### src/rtl/cfgio_pkg.sv
package cfgio_pkg;
  typedef enum logic [1:0] {
    REG_DATA = 2'd0,
    REG_CFG  = 2'd1,
    REG_PIN  = 2'd2,
    REG_DOUT = 2'd3
  } reg_sel_e;

  // mode = {config bit, data bit}
  typedef enum logic [1:0] {
    MODE_HIZ    = 2'b00,
    MODE_PULLUP = 2'b01,
    MODE_DRIVE0 = 2'b10,
    MODE_DRIVE1 = 2'b11
  } pin_mode_e;
endpackage

### src/rtl/cfgio_pin_sync.sv
module cfgio_pin_sync #(
  parameter int W      = 8,
  parameter int STAGES = 2
) (
  input  logic         clk,
  input  logic         rst,
  input  logic [W-1:0] din,
  output logic [W-1:0] dout
);
  logic [W-1:0] chain [STAGES];

  always_ff @(posedge clk) begin
    if (rst) begin
      for (int s = 0; s < STAGES; s++) chain[s] <= '0;
    end else begin
      chain[0] <= din;
      for (int s = 1; s < STAGES; s++) chain[s] <= chain[s-1];
    end
  end

  assign dout = chain[STAGES-1];
endmodule

### src/rtl/cfgio_mode_cell.sv
module cfgio_mode_cell
  import cfgio_pkg::*;
(
  input  logic cfg_bit,
  input  logic dat_bit,
  output logic drv_out,
  output logic drv_oe,
  output logic pull_en
);
  pin_mode_e mode;
  assign mode = pin_mode_e'({cfg_bit, dat_bit});

  always_comb begin
    drv_out = 1'b0;
    drv_oe  = 1'b0;
    pull_en = 1'b0;
    unique case (mode)
      MODE_HIZ:    ;
      MODE_PULLUP: pull_en = 1'b1;
      MODE_DRIVE0: drv_oe  = 1'b1;
      MODE_DRIVE1: begin
        drv_oe  = 1'b1;
        drv_out = 1'b1;
      end
      default: ;
    endcase
  end
endmodule

### src/rtl/cfgio_strobe.sv
module cfgio_strobe (
  input  logic clk,
  input  logic rst,
  input  logic fire,
  output logic pulse
);
  always_ff @(posedge clk) begin
    if (rst) pulse <= 1'b0;
    else     pulse <= fire;
  end
endmodule

### src/rtl/cfgio_port.sv
module cfgio_port
  import cfgio_pkg::*;
#(
  parameter int W           = 8,
  parameter int OUT_W       = 4,
  parameter int SYNC_STAGES = 2,
  parameter int FORCE_LO    = 4,
  parameter int HALT_BIT    = 7,
  parameter int IDLE_BIT    = 6
) (
  input  logic             clk,
  input  logic             rst,
  input  logic             wr_en,
  input  logic [1:0]       wr_addr,
  input  logic [W-1:0]     wdata,
  input  logic             rd_en,
  input  logic [1:0]       rd_addr,
  output logic [W-1:0]     rdata,
  input  logic [W-1:0]     pad_in,
  output logic [W-1:0]     pad_out,
  output logic [W-1:0]     pad_oe,
  output logic [W-1:0]     pad_pu,
  output logic             halt_req,
  output logic             idle_req,
  output logic [OUT_W-1:0] dout_port
);
  localparam logic [W-1:0] STROBE_MASK = (W'(1) << HALT_BIT) | (W'(1) << IDLE_BIT);

  logic [W-1:0]     data_q, cfg_q, pin_sync, pin_view;
  logic [OUT_W-1:0] dout_q;
  logic [W-1:0]     rd_mux;
  reg_sel_e         wsel, rsel;
  logic             data_wr;

  assign wsel    = reg_sel_e'(wr_addr);
  assign rsel    = reg_sel_e'(rd_addr);
  assign data_wr = wr_en && (wsel == REG_DATA);

  always_ff @(posedge clk) begin
    if (rst) begin
      data_q <= '0;
      cfg_q  <= '0;
      dout_q <= '1;
    end else if (wr_en) begin
      unique case (wsel)
        REG_DATA: data_q <= wdata & ~STROBE_MASK;
        REG_CFG:  cfg_q  <= wdata;
        REG_DOUT: dout_q <= wdata[OUT_W-1:0];
        default:  ;
      endcase
    end
  end

  cfgio_strobe u_halt (.clk(clk), .rst(rst), .fire(data_wr && wdata[HALT_BIT]), .pulse(halt_req));
  cfgio_strobe u_idle (.clk(clk), .rst(rst), .fire(data_wr && wdata[IDLE_BIT]), .pulse(idle_req));

  cfgio_pin_sync #(.W(W), .STAGES(SYNC_STAGES)) u_sync (
    .clk(clk), .rst(rst), .din(pad_in), .dout(pin_sync)
  );

  for (genvar i = 0; i < W; i++) begin : g_bit
    cfgio_mode_cell u_cell (
      .cfg_bit(cfg_q[i]), .dat_bit(data_q[i]),
      .drv_out(pad_out[i]), .drv_oe(pad_oe[i]), .pull_en(pad_pu[i])
    );
    if (i < FORCE_LO) begin : g_forced
      assign pin_view[i] = 1'b1;
    end else begin : g_live
      assign pin_view[i] = pin_sync[i];
    end
  end

  always_comb begin
    rd_mux = '0;
    unique case (rsel)
      REG_DATA: rd_mux = data_q;
      REG_CFG:  rd_mux = cfg_q;
      REG_PIN:  rd_mux = pin_view;
      REG_DOUT: rd_mux[OUT_W-1:0] = dout_q;
      default:  ;
    endcase
  end

  always_ff @(posedge clk) begin
    if (rst)        rdata <= '0;
    else if (rd_en) rdata <= rd_mux;
  end

  assign dout_port = dout_q;
endmodule

### config.mk
export PLATFORM = sky130hd
export DESIGN_NAME = cfgio_port
export DESIGN_NICKNAME = d
export VERILOG_FILES = /design/src/rtl/cfgio_pkg.sv /design/src/rtl/cfgio_pin_sync.sv /design/src/rtl/cfgio_mode_cell.sv /design/src/rtl/cfgio_strobe.sv /design/src/rtl/cfgio_port.sv
export SDC_FILE = /design/constraint.sdc
export NUM_CORES = 1
export LEC_CHECK = 0
export ABC_AREA = 1
export BUFFER_PORTS_ARGS = -buffer_cell sky130_fd_sc_hd__buf_2
export CAP_MARGIN = 20
export CORE_MARGIN = 2
export CORE_UTILIZATION = 45
export CTS_BUF_LIST = sky130_fd_sc_hd__clkbuf_4
export DETAILED_ROUTE_END_ITERATION = 6
export PLACE_DENSITY_LB_ADDON = 0.08
export SLEW_MARGIN = 0
export SYNTH_ARGS = -nofsm -noshare
export SYNTH_HDL_FRONTEND = slang
export SYNTH_SLANG_ARGS = --single-unit
### constraint.sdc
create_clock -name clk -period 1.22 [get_ports clk]
set_clock_uncertainty 0.15 [all_clocks]
set_input_delay 0.122 -clock clk [delete_from_list [all_inputs] [get_ports clk]]
set_output_delay 0.122 -clock clk [all_outputs]
set_load 0.03 [all_outputs]
* Yosys cells after proc, flatten, opt, wreduce, memory -nomap -nowiden
Memories as Yosys holds them, arrays and structs flattened.
Cells that the tools add are included.
** Word-level totals
- Flip-flop bits (word level) :: 28
- RAM bits :: 16
- Logic and storage cells :: 73
- Memories kept :: 1
** Memories
- u_sync.chain :: words 2, bits a word 8, rd ports 2, clocked after Yosys merged registers in 0, write ports 2, line cfgio_pin_sync.sv:10 : logic [W-1:0] chain [STAGES];
** Operators by class
- Equality and inequality tests :: 23
- Multiplexer cells :: 27
- Bitwise gates (word level) :: 2
- Reductions and logical operators :: 14
** Operators by type and width (count)
- $eq 2x2->1 const B :: 15
- $mux 1 :: 23
- $eq 2x1->1 const B :: 8
- $mux 8 :: 2
- $pmux 4 s4 :: 1
- $pmux 4 s3 :: 1
- $reduce_or 2->1 :: 6
- $reduce_and 2->1 :: 3
- $logic_not 2->1 :: 2
- $logic_and 1x1->1 :: 3
- $or 1x1->1 :: 2

* Longest topological paths before layout
Gate-level depths: netlist of the first run.
- Depth in word-level cells :: 3
- Depth in mapped cells :: 7
- Depth with buffers taken out :: 6

* Hierarchy
A second synthesis of the first run with hierarchy kept.
** Second synthesis, totals
- Cells, all modules :: 262
- Area total of the unflattened synthesis :: 1833.0 µm²
** Modules (own cells, without submodules)
- cfgio_port :: times used 1, cells an instance 158, area each 1088.5 µm²
- cfgio_pin_sync :: times used 1, cells an instance 58, area each 534.3 µm²
- cfgio_mode_cell :: times used 8, cells an instance 5, area each 18.8 µm²
- cfgio_strobe :: times used 2, cells an instance 3, area each 30.0 µm²

* Worst setup path after synthesis of the first run
No wires, ideal clock.
- Kind :: register -> register
- Start point :: register dout_q[3], in the netlist dout_port[3]
- End point :: register rdata[3]
- Arrival time :: 768 ps
- Required time :: 1000 ps
- Path slack :: 232 ps
- Cell stages (with the launch flop) :: 3
- Buffers on the path :: 0
- Clock period less this slack :: 988 ps
- Cells stage by stage :: dfxtp_1 a22oi_1 a21oi_1
** Between the ends
- Word-level cells in the longest chain between the ends :: 1
** Ends and longest elaborated chain
- from (decl) :: line cfgio_port.sv:30 : logic [OUT_W-1:0] dout_q;
- from (signal assigned) :: line cfgio_port.sv:48 : REG_DOUT: dout_q <= wdata[OUT_W-1:0];
- $pmux 4 s4 :: line cfgio_port.sv:75 : unique case (rsel)
- to (signal assigned) :: line cfgio_port.sv:86 : else if (rd_en) rdata <= rd_mux;
- to (decl) :: line cfgio_port.sv:18 : output logic [W-1:0] rdata,
Every way passes these cells.
A chain may end at the register's enable or synchronous reset.

* Worst setup path in the final report of the first run
- Start point :: register data_q[4]
- End point :: output port pad_pu[4]
** Between the ends
- Word-level cells in the longest chain between the ends :: 2
** Ends and longest elaborated chain
- from (decl) :: line cfgio_port.sv:29 : logic [W-1:0] data_q, cfg_q, pin_sync, pin_view;
- from (signal assigned) :: line cfgio_port.sv:46 : REG_DATA: data_q <= wdata & ~STROBE_MASK;
- $eq 2x1->1 :: line cfgio_mode_cell.sv:17 : unique case (mode)
- $mux 1 :: line cfgio_mode_cell.sv:17
- to (decl) :: line cfgio_port.sv:22 : output logic [W-1:0] pad_pu,
Every way passes these cells.

==> results.json, run 1 <==
{
  "status": "finished, violations left",
  "violations": "negative setup slack",
  "register_area_um2": 757,
  "core_area_um2": 3420,
  "rsz0062_at_grt": "yes",
  "gp_congestion": 0.768,
  "crit_path_top_delay_cell": "dfxtp_2",
  "ys_seq_area_share_pct": 43.9,
  "worstHoldStart": "rd_en",
  "cp.arrival_ps": 990,
  "grt_use_total_pct": 20.2,
  "io_pins": 62,
  "synth.distinct_cells": 16,
  "period_needed_ps": 1270,
  "drt_iter0_markers": 57,
  "dp.cells": 308,
  "cts.sinks": 36,
  "setup-tns-final_ps": -267,
  "grt_pass1_wl_um": 6400,
  "overflow": 0,
  "clk_pin_slew_ps": 120,
  "syn_avg_cell_area_um2": 7.04,
  "rr_startpoint": "data_q[4]",
  "die_w_um": 64.4,
  "ant_nets": 0,
  "nets": 316,
  "p_sw_mw": 0.732,
  "cts_buffers": 5,
  "postLayoutCellArea_um2": 2260,
  "postPlaceCellArea_um2": 1810,
  "leakagePower_nw": 1.15,
  "start_util_pct": 48.0,
  "routed_via_density": 4.47,
  "layout.cells.non_filler": 339,
  "fillers": 319,
  "cp-start-kind": "register",
  "path_cells": "inv_2 -> nor2_2 -> buf_6",
  "grt_max_degree": 24,
  "ys_ff_latch": 36,
  "drcViolationCount": 0,
  "cp.required_ps": 950,
  "worst_slack_ps": -46.8,
  "wire_per_inst_um": 10.9,
  "die_h_um": 64.4,
  "timing.critical_path.from": "data_q[4]",
  "final_max_slew_viol_count": 0,
  "io_buffers": 53,
  "dieArea_um2": 4140,
  "post-place-ws_ps": 27.7,
  "dr.pass1.iters": 4,
  "crit_path_end_kind": "primary output",
  "vias": 1514,
  "diodes": 0,
  "htree_num_levels": 2,
  "max_freq_mhz": 789,
  "path_buf_inv": 2,
  "worstSetupPathType": "reg -> out",
  "p_comb_share_pct": 18.2,
  "yosys_warnings": 0,
  "period_share_pct": 104,
  "netlist_instances": 233,
  "clock_latency_ps": 340,
  "grt_pass1_vias": 1416,
  "p_clk_share_pct": 32.8,
  "powerDensity_nw_per_um2": 1160,
  "multi_input_area_um2": 599,
  "hold_viol": 0,
  "cts_tree": "yes",
  "cap_viol_max_count": 0,
  "cp_top_family": "flip-flops",
  "num_rows": 21,
  "cp_max_fo": 3,
  "place.detailed.hpwl_um": 2450,
  "hp-class": "in -> reg",
  "critPathMaxStageDelay_ps": 370,
  "syn_area_um2": 1640,
  "drive_gt1_share_pct": 42.3,
  "wirelength_um": 3700,
  "cts_buffer_depth": 2,
  "vdd_drop_max_mv": 0.610,
  "swShare_pct": 28.0,
  "setup_viol": 9,
  "intPower_mw": 1.88,
  "p_seq_share_pct": 48.9,
  "antenna_found_initial": 0,
  "synthToLayoutAreaGrowth_pct": 37.8,
  "cts_root_buf": "clkbuf_4",
  "hold_ws_ps": 45.9
}
[cells in the mapped netlist]
cell type | n | area share, %
o21ai_1 | 11 | 3.4
nand2_1 | 38 | 8.7
o21ai_0 | 8 | 2.4
a22oi_1 | 1 | 0.46
nor2_4 | 2 | 1.4
a21oi_1 | 17 | 5.2
nor3_1 | 1 | 0.30
nand3_1 | 12 | 3.7
inv_1 | 27 | 6.2
conb_1 | 1 | 0.23
clkbuf_1 | 10 | 2.3
inv_2 | 6 | 1.4
buf_4 | 26 | 12
nor2_2 | 1 | 0.38
dfxtp_1 | 36 | 44
nor2_1 | 36 | 8.2
[layout make-up]
type,instances,area share (%)
flip-flops and latches,36,33.5
repair buffers,85,28.2
multi-input cells,131,26.5
inverters,33,5.70
well taps,46,2.55
clock buffers,6,1.99
clock inverters,2,1.55
[layer usage]
metal,wire (um),global-route usage [%],vias to the layer above
li1,-,-,801
met1,1760,25.4,663
met2,1690,32.8,44
met3,201,5.99,6
met4,55,7.18,0
met5,0,0,-
[worst reg2reg max path, cell delays in order, from the launching register on]
cell,delay [ps]
dfxtp_2,350
buf_4,130
buf_4,120
nand2_1,50
nand3_1,60
nand2_1,60
a21oi_1,50
[worst paths after layout]
check | end | slack (ps) | depth (start not counted)
setup / recovery | pad_pu[4] | -50 | 3
hold reg to reg | u_sync.chain[0][13] | 250 | 2
hold / removal | rdata[4] | 50 | 4
setup reg to reg | rdata[4] | 160 | 6
[kinds of logic (layout without fill, tap and decap cells)]
group           count (synthesis)  after routing  synth area share [%]
buf+inv                        69            126                  21.7
flops                          36             36                  43.9
compound gates                 37             37                  11.4
simple gates                   90             90                  22.7
other cells                     1              4                 0.229
[flip-flops by register name, indices dropped and copies added, names as in the netlist]
name          flops
u_idle.pulse      1
u_sync.chain      8
data_q            6
cfg_q             8
rdata             8
dout_port         4
u_halt.pulse      1
[placed cells by master (no fill, tap or decap), drive strengths merged]
cell type,instances
a21oi,17
bufinv,1
nand3,12
inv,33
a22oi,1
clkinv,1
conb,4
nand2,38
nor2,39
clkbuf,12
buf,66
dfxtp,36
o21ai,19
nor3,1
dlygate4sd3,13
[per-stage QoR]
step / utilization (%) / power (mW)
2_1_floorplan: - / 1.60
3_5_place_dp: 53.0 / 1.69
3_3_place_gp: 53.0 / 1.69
6_report: 66.2 / 2.61
4_1_cts: 63.1 / 2.60
5_1_grt: 66.2 / 2.74
[power groups by stage]
| stage | clock (mW) | sequential (mW) | combinational [mW] |
|---|---|---|---|
| 3_5_place_dp | 0 | 1.30 | 0.386 |
| 2_1_floorplan | 0 | 1.34 | 0.258 |
| 6_report | 0.858 | 1.28 | 0.476 |
| 3_3_place_gp | 0 | 1.30 | 0.384 |
| 5_1_grt | 0.931 | 1.29 | 0.521 |
| 4_1_cts | 0.879 | 1.28 | 0.449 |
[repair_timing]
| item | 4_1_cts | 5_1_grt |
|---|---|---|
| gates resized for setup | 39 | 45 |
| pin swaps | 1 | 1 |
| setup endpoints to repair | 18 | 37 |
| setup buffers | 8 | 2 |
| hold buffers | 13 | 0 |
| hold endpoints to repair | 30 | 0 |
(Power assumes the default switching activity.)
==> run 2, diff against run 1 <==
CORE_UTILIZATION = 44   (was 45)
==> run 2 against run 1 <==
The run still ends with negative setup slack left. Fmax grew 0.43%. Highest routed layer unchanged. Utilization fell by 4.1 points. Clock power is 30% lower. Flip-flop and latch count is the same. Clock-buffer cell count fell by 1. Final area shrank 0.28%. Critical endpoint is now pad_pu[1].
==> results.json, run 2 (same netlist as run 1, synthesis figures left out) <==
{
  "cts_tree": "yes",
  "overflow": 0,
  "cp.required_ps": 950,
  "final_max_slew_viol_count": 0,
  "antenna_found_initial": 0,
  "p_clk_share_pct": 25.5,
  "layout_common_cells": "nand2_1, buf_4, nor2_1, buf_2, dfxtp_1",
  "ant_nets": 0,
  "timing.critical_path.from": "data_q[1]",
  "cts.sinks": 36,
  "diodes": 0,
  "powerDensity_nw_per_um2": 1050,
  "vias": 1524,
  "start_util_pct": 45.1,
  "dr.pass1.iters": 4,
  "max_freq_mhz": 793,
  "cts_buffer_depth": 2,
  "rsz0062_at_grt": "yes",
  "worstHoldStart": "rd_addr[1]",
  "cp_max_fo": 3,
  "rrSetupSlack_ps": 160,
  "violations": "negative setup slack",
  "swShare_pct": 30.2,
  "wirelength_um": 3660,
  "cap_viol_max_count": 0,
  "core_area_um2": 3630,
  "num_rows": 22,
  "clk_pin_slew_ps": 100,
  "drive_gt1_share_pct": 41.8,
  "grt_pass1_vias": 1338,
  "setup_viol": 6,
  "crit_path_end_kind": "primary output",
  "place.detailed.hpwl_um": 2510,
  "post-route-util_pct": 62.0,
  "period_needed_ps": 1260,
  "cts_root_buf": "clkbuf_4",
  "io_buffers": 53,
  "grt_pass1_wl_um": 6100,
  "period_share_pct": 103,
  "htree_num_levels": 2,
  "cts_buffers": 5,
  "r2r_end": "rdata[1]",
  "clock_latency_ps": 340,
  "setup-tns-final_ps": -174,
  "wire_per_inst_um": 10.6,
  "routed_via_density": 4.42,
  "rr_startpoint": "data_q[1]",
  "nets": 320,
  "hold_ws_ps": 35.2,
  "cp-start-kind": "register",
  "worstSetupPathType": "reg -> out",
  "fillers": 369,
  "hold_viol": 0,
  "leakagePower_nw": 1.17,
  "total_power_mw": 2.36,
  "io_pins": 62,
  "gp_congestion": 0.778,
  "p_sw_mw": 0.713,
  "cp.arrival_ps": 990,
  "intPower_mw": 1.65,
  "grt_use_total_pct": 19.2,
  "dieArea_um2": 4230,
  "drt_iter0_markers": 68,
  "p_seq_share_pct": 54.1,
  "reg_top3": "cfg_q: 8 flops, rdata: 8 flops, u_sync.chain: 8 flops",
  "grt_max_degree": 24,
  "drcViolationCount": 0,
  "synthToLayoutAreaGrowth_pct": 37.4,
  "die_w_um": 65.1,
  "status": "finished, violations left",
  "cp-endpoint": "pad_pu[1]",
  "die_h_um": 65.1,
  "vdd_drop_max_mv": 0.657,
  "post-place-ws_ps": 78.9,
  "p_comb_share_pct": 20.4,
  "rr_worst_depth": 6,
  "hp-class": "in -> reg",
  "worst_slack_ps": -41.4
}
-- run 2: cell count changes in the layout (fill, tap and decap cells not counted), moves of 2 or more --
| cell | before | now |
|---|---|---|
| clkbuf_4 | 12 | 10 |
| buf_4 | 25 | 34 |
| dfxtp_2 | 11 | 9 |
| buf_6 | 11 | 9 |
| buf_2 | 30 | 28 |
| dfxtp_1 | 19 | 21 |
-- run 2: cell type report --
class	count	area, um^2	area share [%]
Inverter	33	126	5.61
Clock buffer	5	37.5	1.67
Tap cell	48	60.1	2.67
Timing Repair Buffer	89	664	29.5
Sequential cell	36	754	33.5
Multi-Input combinational cell	131	597	26.5
Clock inverter	3	13.8	0.611
-- run 2: what timing repair did --
action                                  4_1_cts  5_1_grt
endpoints found under the setup margin       20       35
pin swaps                                     1        3
setup buffers                                 8        2
hold endpoints to repair                     25        0
gates resized for setup                      40       41
hold buffers                                 13        0
-- run 2: worst min-delay path by stage --
stage	slack [ps]	endpoint	cells past startpoint
global route	40	rdata[2]	3
detailed placement	180	u_sync.chain[0][7]	3
finish	40	rdata[1]	3
global placement	170	u_sync.chain[0][7]	3
CTS	30	rdata[1]	3
floorplan	50	u_idle.pulse	1
-- run 2: metrics by stage --
| step | area (um^2) | cells |
|---|---|---|
| global placement | 1840 | 314 |
| global route | 2250 | 345 |
| CTS | 2160 | 343 |
| detailed placement | 1840 | 314 |
| floorplan | 1650 | 236 |
| finish | 2250 | 345 |
-- run 2: critical path, stage by stage, from the launching register on --
cell and delay (ps):
dfxtp_4 380, inv_2 40, nor2_1 70, buf_4 160
-- run 2: metal layers --
layer,GRT usage (%),wire length [um]
met1,24.4,1700
met2,29.8,1680
met3,7.12,229
met4,7.03,59
met5,0,0
-- run 2: power groups by stage --
stage | combinational (mW) | sequential (mW) | clock (mW)
after global placement | 0.394 | 1.30 | 0
after global routing | 0.528 | 1.29 | 0.688
after CTS | 0.461 | 1.28 | 0.628
after floorplan | 0.258 | 1.34 | 0
after detailed placement | 0.396 | 1.30 | 0
final | 0.481 | 1.28 | 0.601
==> run 3, diff against run 2 <==
TNS_END_PERCENT = 5   (was not set)
==> run 3 against run 2 <==
The flow still finishes with violations (negative setup slack). Via count decreased by 1.6%. Clock-buffer cell count is the same. Sequential power about the same. Combinational power down 5.6%. Die area is the same. Largest cell class unchanged. Non-clock buffer count decreased by 9. Critical path type unchanged. Hold slack improved by 8.7 ps. Highest routed layer unchanged.
==> results.json, run 3 (same netlist as run 1, synthesis figures left out) <==
{
  "worst_slack_ps": -33.6,
  "postPlaceCellArea_um2": 1840,
  "critPathMaxStageDelay_ps": 360,
  "path_buf_inv": 2,
  "setup-tns-final_ps": -192,
  "powerDensity_nw_per_um2": 1070,
  "htree_num_levels": 2,
  "grt_pass1_wl_um": 5980,
  "violations": "negative setup slack",
  "vdd_drop_max_mv": 0.652,
  "dr.pass1.iters": 4,
  "synthToLayoutAreaGrowth_pct": 32.0,
  "num_rows": 22,
  "clock_latency_ps": 340,
  "grt_use_total_pct": 18.7,
  "grt_use_met1_pct": 23.5,
  "period_share_pct": 103,
  "post-route-util_pct": 59.6,
  "drt_iter0_markers": 73,
  "cp_max_fo": 3,
  "intPower_mw": 1.63,
  "cp.required_ps": 950,
  "cts_buffer_depth": 2,
  "cts_tree": "yes",
  "die_w_um": 65.1,
  "die_h_um": 65.1,
  "leakagePower_nw": 1.11,
  "ant_nets": 0,
  "nets": 311,
  "gp_congestion": 0.778,
  "cp-start-kind": "register",
  "p_sw_mw": 0.700,
  "postLayoutCellArea_um2": 2160,
  "clk_pin_slew_ps": 100,
  "drcViolationCount": 0,
  "cp.arrival_ps": 980,
  "hold_viol": 0,
  "reg_top3": "cfg_q: 8 flops, rdata: 8 flops, u_sync.chain: 8 flops",
  "crit_path_end_kind": "primary output",
  "diodes": 0,
  "place.detailed.hpwl_um": 2510,
  "core_area_um2": 3630,
  "status": "finished, violations left",
  "hp-class": "in -> reg",
  "dp.cells": 314,
  "cap_viol_max_count": 0,
  "max_freq_mhz": 798,
  "setup_viol": 8,
  "rsz0062_at_grt": "yes",
  "io_buffers": 53,
  "io_pins": 62,
  "cts.sinks": 36,
  "p_clk_share_pct": 25.7,
  "overflow": 0,
  "cts_buffers": 5,
  "cts_root_buf": "clkbuf_4",
  "use_met2_pct": 29.3,
  "vias": 1499,
  "worstSetupPathType": "reg -> out",
  "path_cells": "inv_2 -> nor2_2 -> buf_6",
  "gr-usage-met3_pct": 6.94,
  "wirelength_um": 3540,
  "start_util_pct": 45.1,
  "swShare_pct": 30.1,
  "crit_path_top_delay_cell": "dfxtp_2",
  "grt_max_degree": 24,
  "rrSetupSlack_ps": 280,
  "routed_via_density": 4.46,
  "wire_per_inst_um": 10.5,
  "dieArea_um2": 4230,
  "p_seq_share_pct": 54.8,
  "drive_gt1_share_pct": 36.5,
  "cp_top_family": "flip-flops",
  "layout_commonest_cell": "nand2_1",
  "antenna_found_initial": 0,
  "final_max_slew_viol_count": 0,
  "p_comb_share_pct": 19.5,
  "grt_pass1_vias": 1320,
  "layout.cells.non_filler": 336,
  "layout_common_cells": "nand2_1, nor2_1, buf_2, buf_4, inv_1",
  "period_needed_ps": 1250,
  "top_usage_layer": "met2"
}
## run 3: cell count changes in the layout (fill, tap and decap cells not counted)
cell | previous run | this run
buf_6 | 9 | 8
nand2_1 | 34 | 38
inv_1 | 17 | 22
nand2_4 | 1 | 0
inv_2 | 15 | 10
nor2_2 | 4 | 3
buf_4 | 34 | 25
nand2_2 | 3 | 0
clkbuf_4 | 10 | 11
nor2_1 | 33 | 34
## run 3: layout make-up
| class | instances | area [um^2] |
|---|---|---|
| Multi-Input combinational cell | 131 | 579 |
| Sequential cell | 36 | 754 |
| Tap cell | 48 | 60.1 |
| Clock inverter | 3 | 13.8 |
| Fill cell | 378 | 1470 |
| Clock buffer | 5 | 37.5 |
| Timing Repair Buffer | 80 | 593 |
| Inverter | 33 | 126 |
## run 3: final timing paths
check,startpoint,cells after the start,end
worst max register to register,data_q[5],5,rdata[5]
worst min register to register,u_sync.chain[0][7],2,u_sync.chain[0][15]
worst min-delay path,rd_addr[1],3,rdata[1]
worst max-delay path,data_q[4],3,pad_pu[4]
## run 3: worst min-delay path, stage by stage
cell     delay (ps)
buf_2           180
a21oi_1          90
a21oi_1         100
## run 3: stage by stage
stage                     setup WS (ps)  hold WS (ps)  power, mW
after CTS                         -51.8          28.8       2.35
after global routing               -115          48.6       2.47
final                             -33.6          43.9       2.33
after global placement             97.4           170       1.70
after floorplan                     232          48.8       1.60
after detailed placement           78.9           179       1.70
## run 3: per-layer routing
layer / part of all wire [%] / routed length [um] / vias to the layer above
met4: 2.0 / 72 / 0
met5: 0 / 0 / -
met2: 45 / 1600 / 48
met3: 6.4 / 228 / 8
met1: 46 / 1640 / 649
li1: - / - / 794
## run 3: power by group through the flow
stage | Combinational, mW | Clock, mW | Sequential, mW
2_1_floorplan | 0.258 | 0 | 1.34
3_3_place_gp | 0.394 | 0 | 1.30
3_5_place_dp | 0.396 | 0 | 1.30
4_1_cts | 0.440 | 0.628 | 1.28
5_1_grt | 0.499 | 0.691 | 1.28
6_report | 0.454 | 0.597 | 1.27
## run 3: what timing repair did
item / CTS / global route
hold buffers: 13 / 0
hold endpoints to repair: 25 / 0
setup buffers: 0 / 1
gates resized for setup: 36 / 32
setup endpoints to repair: 20 / 36
pin swaps: 1 / 1
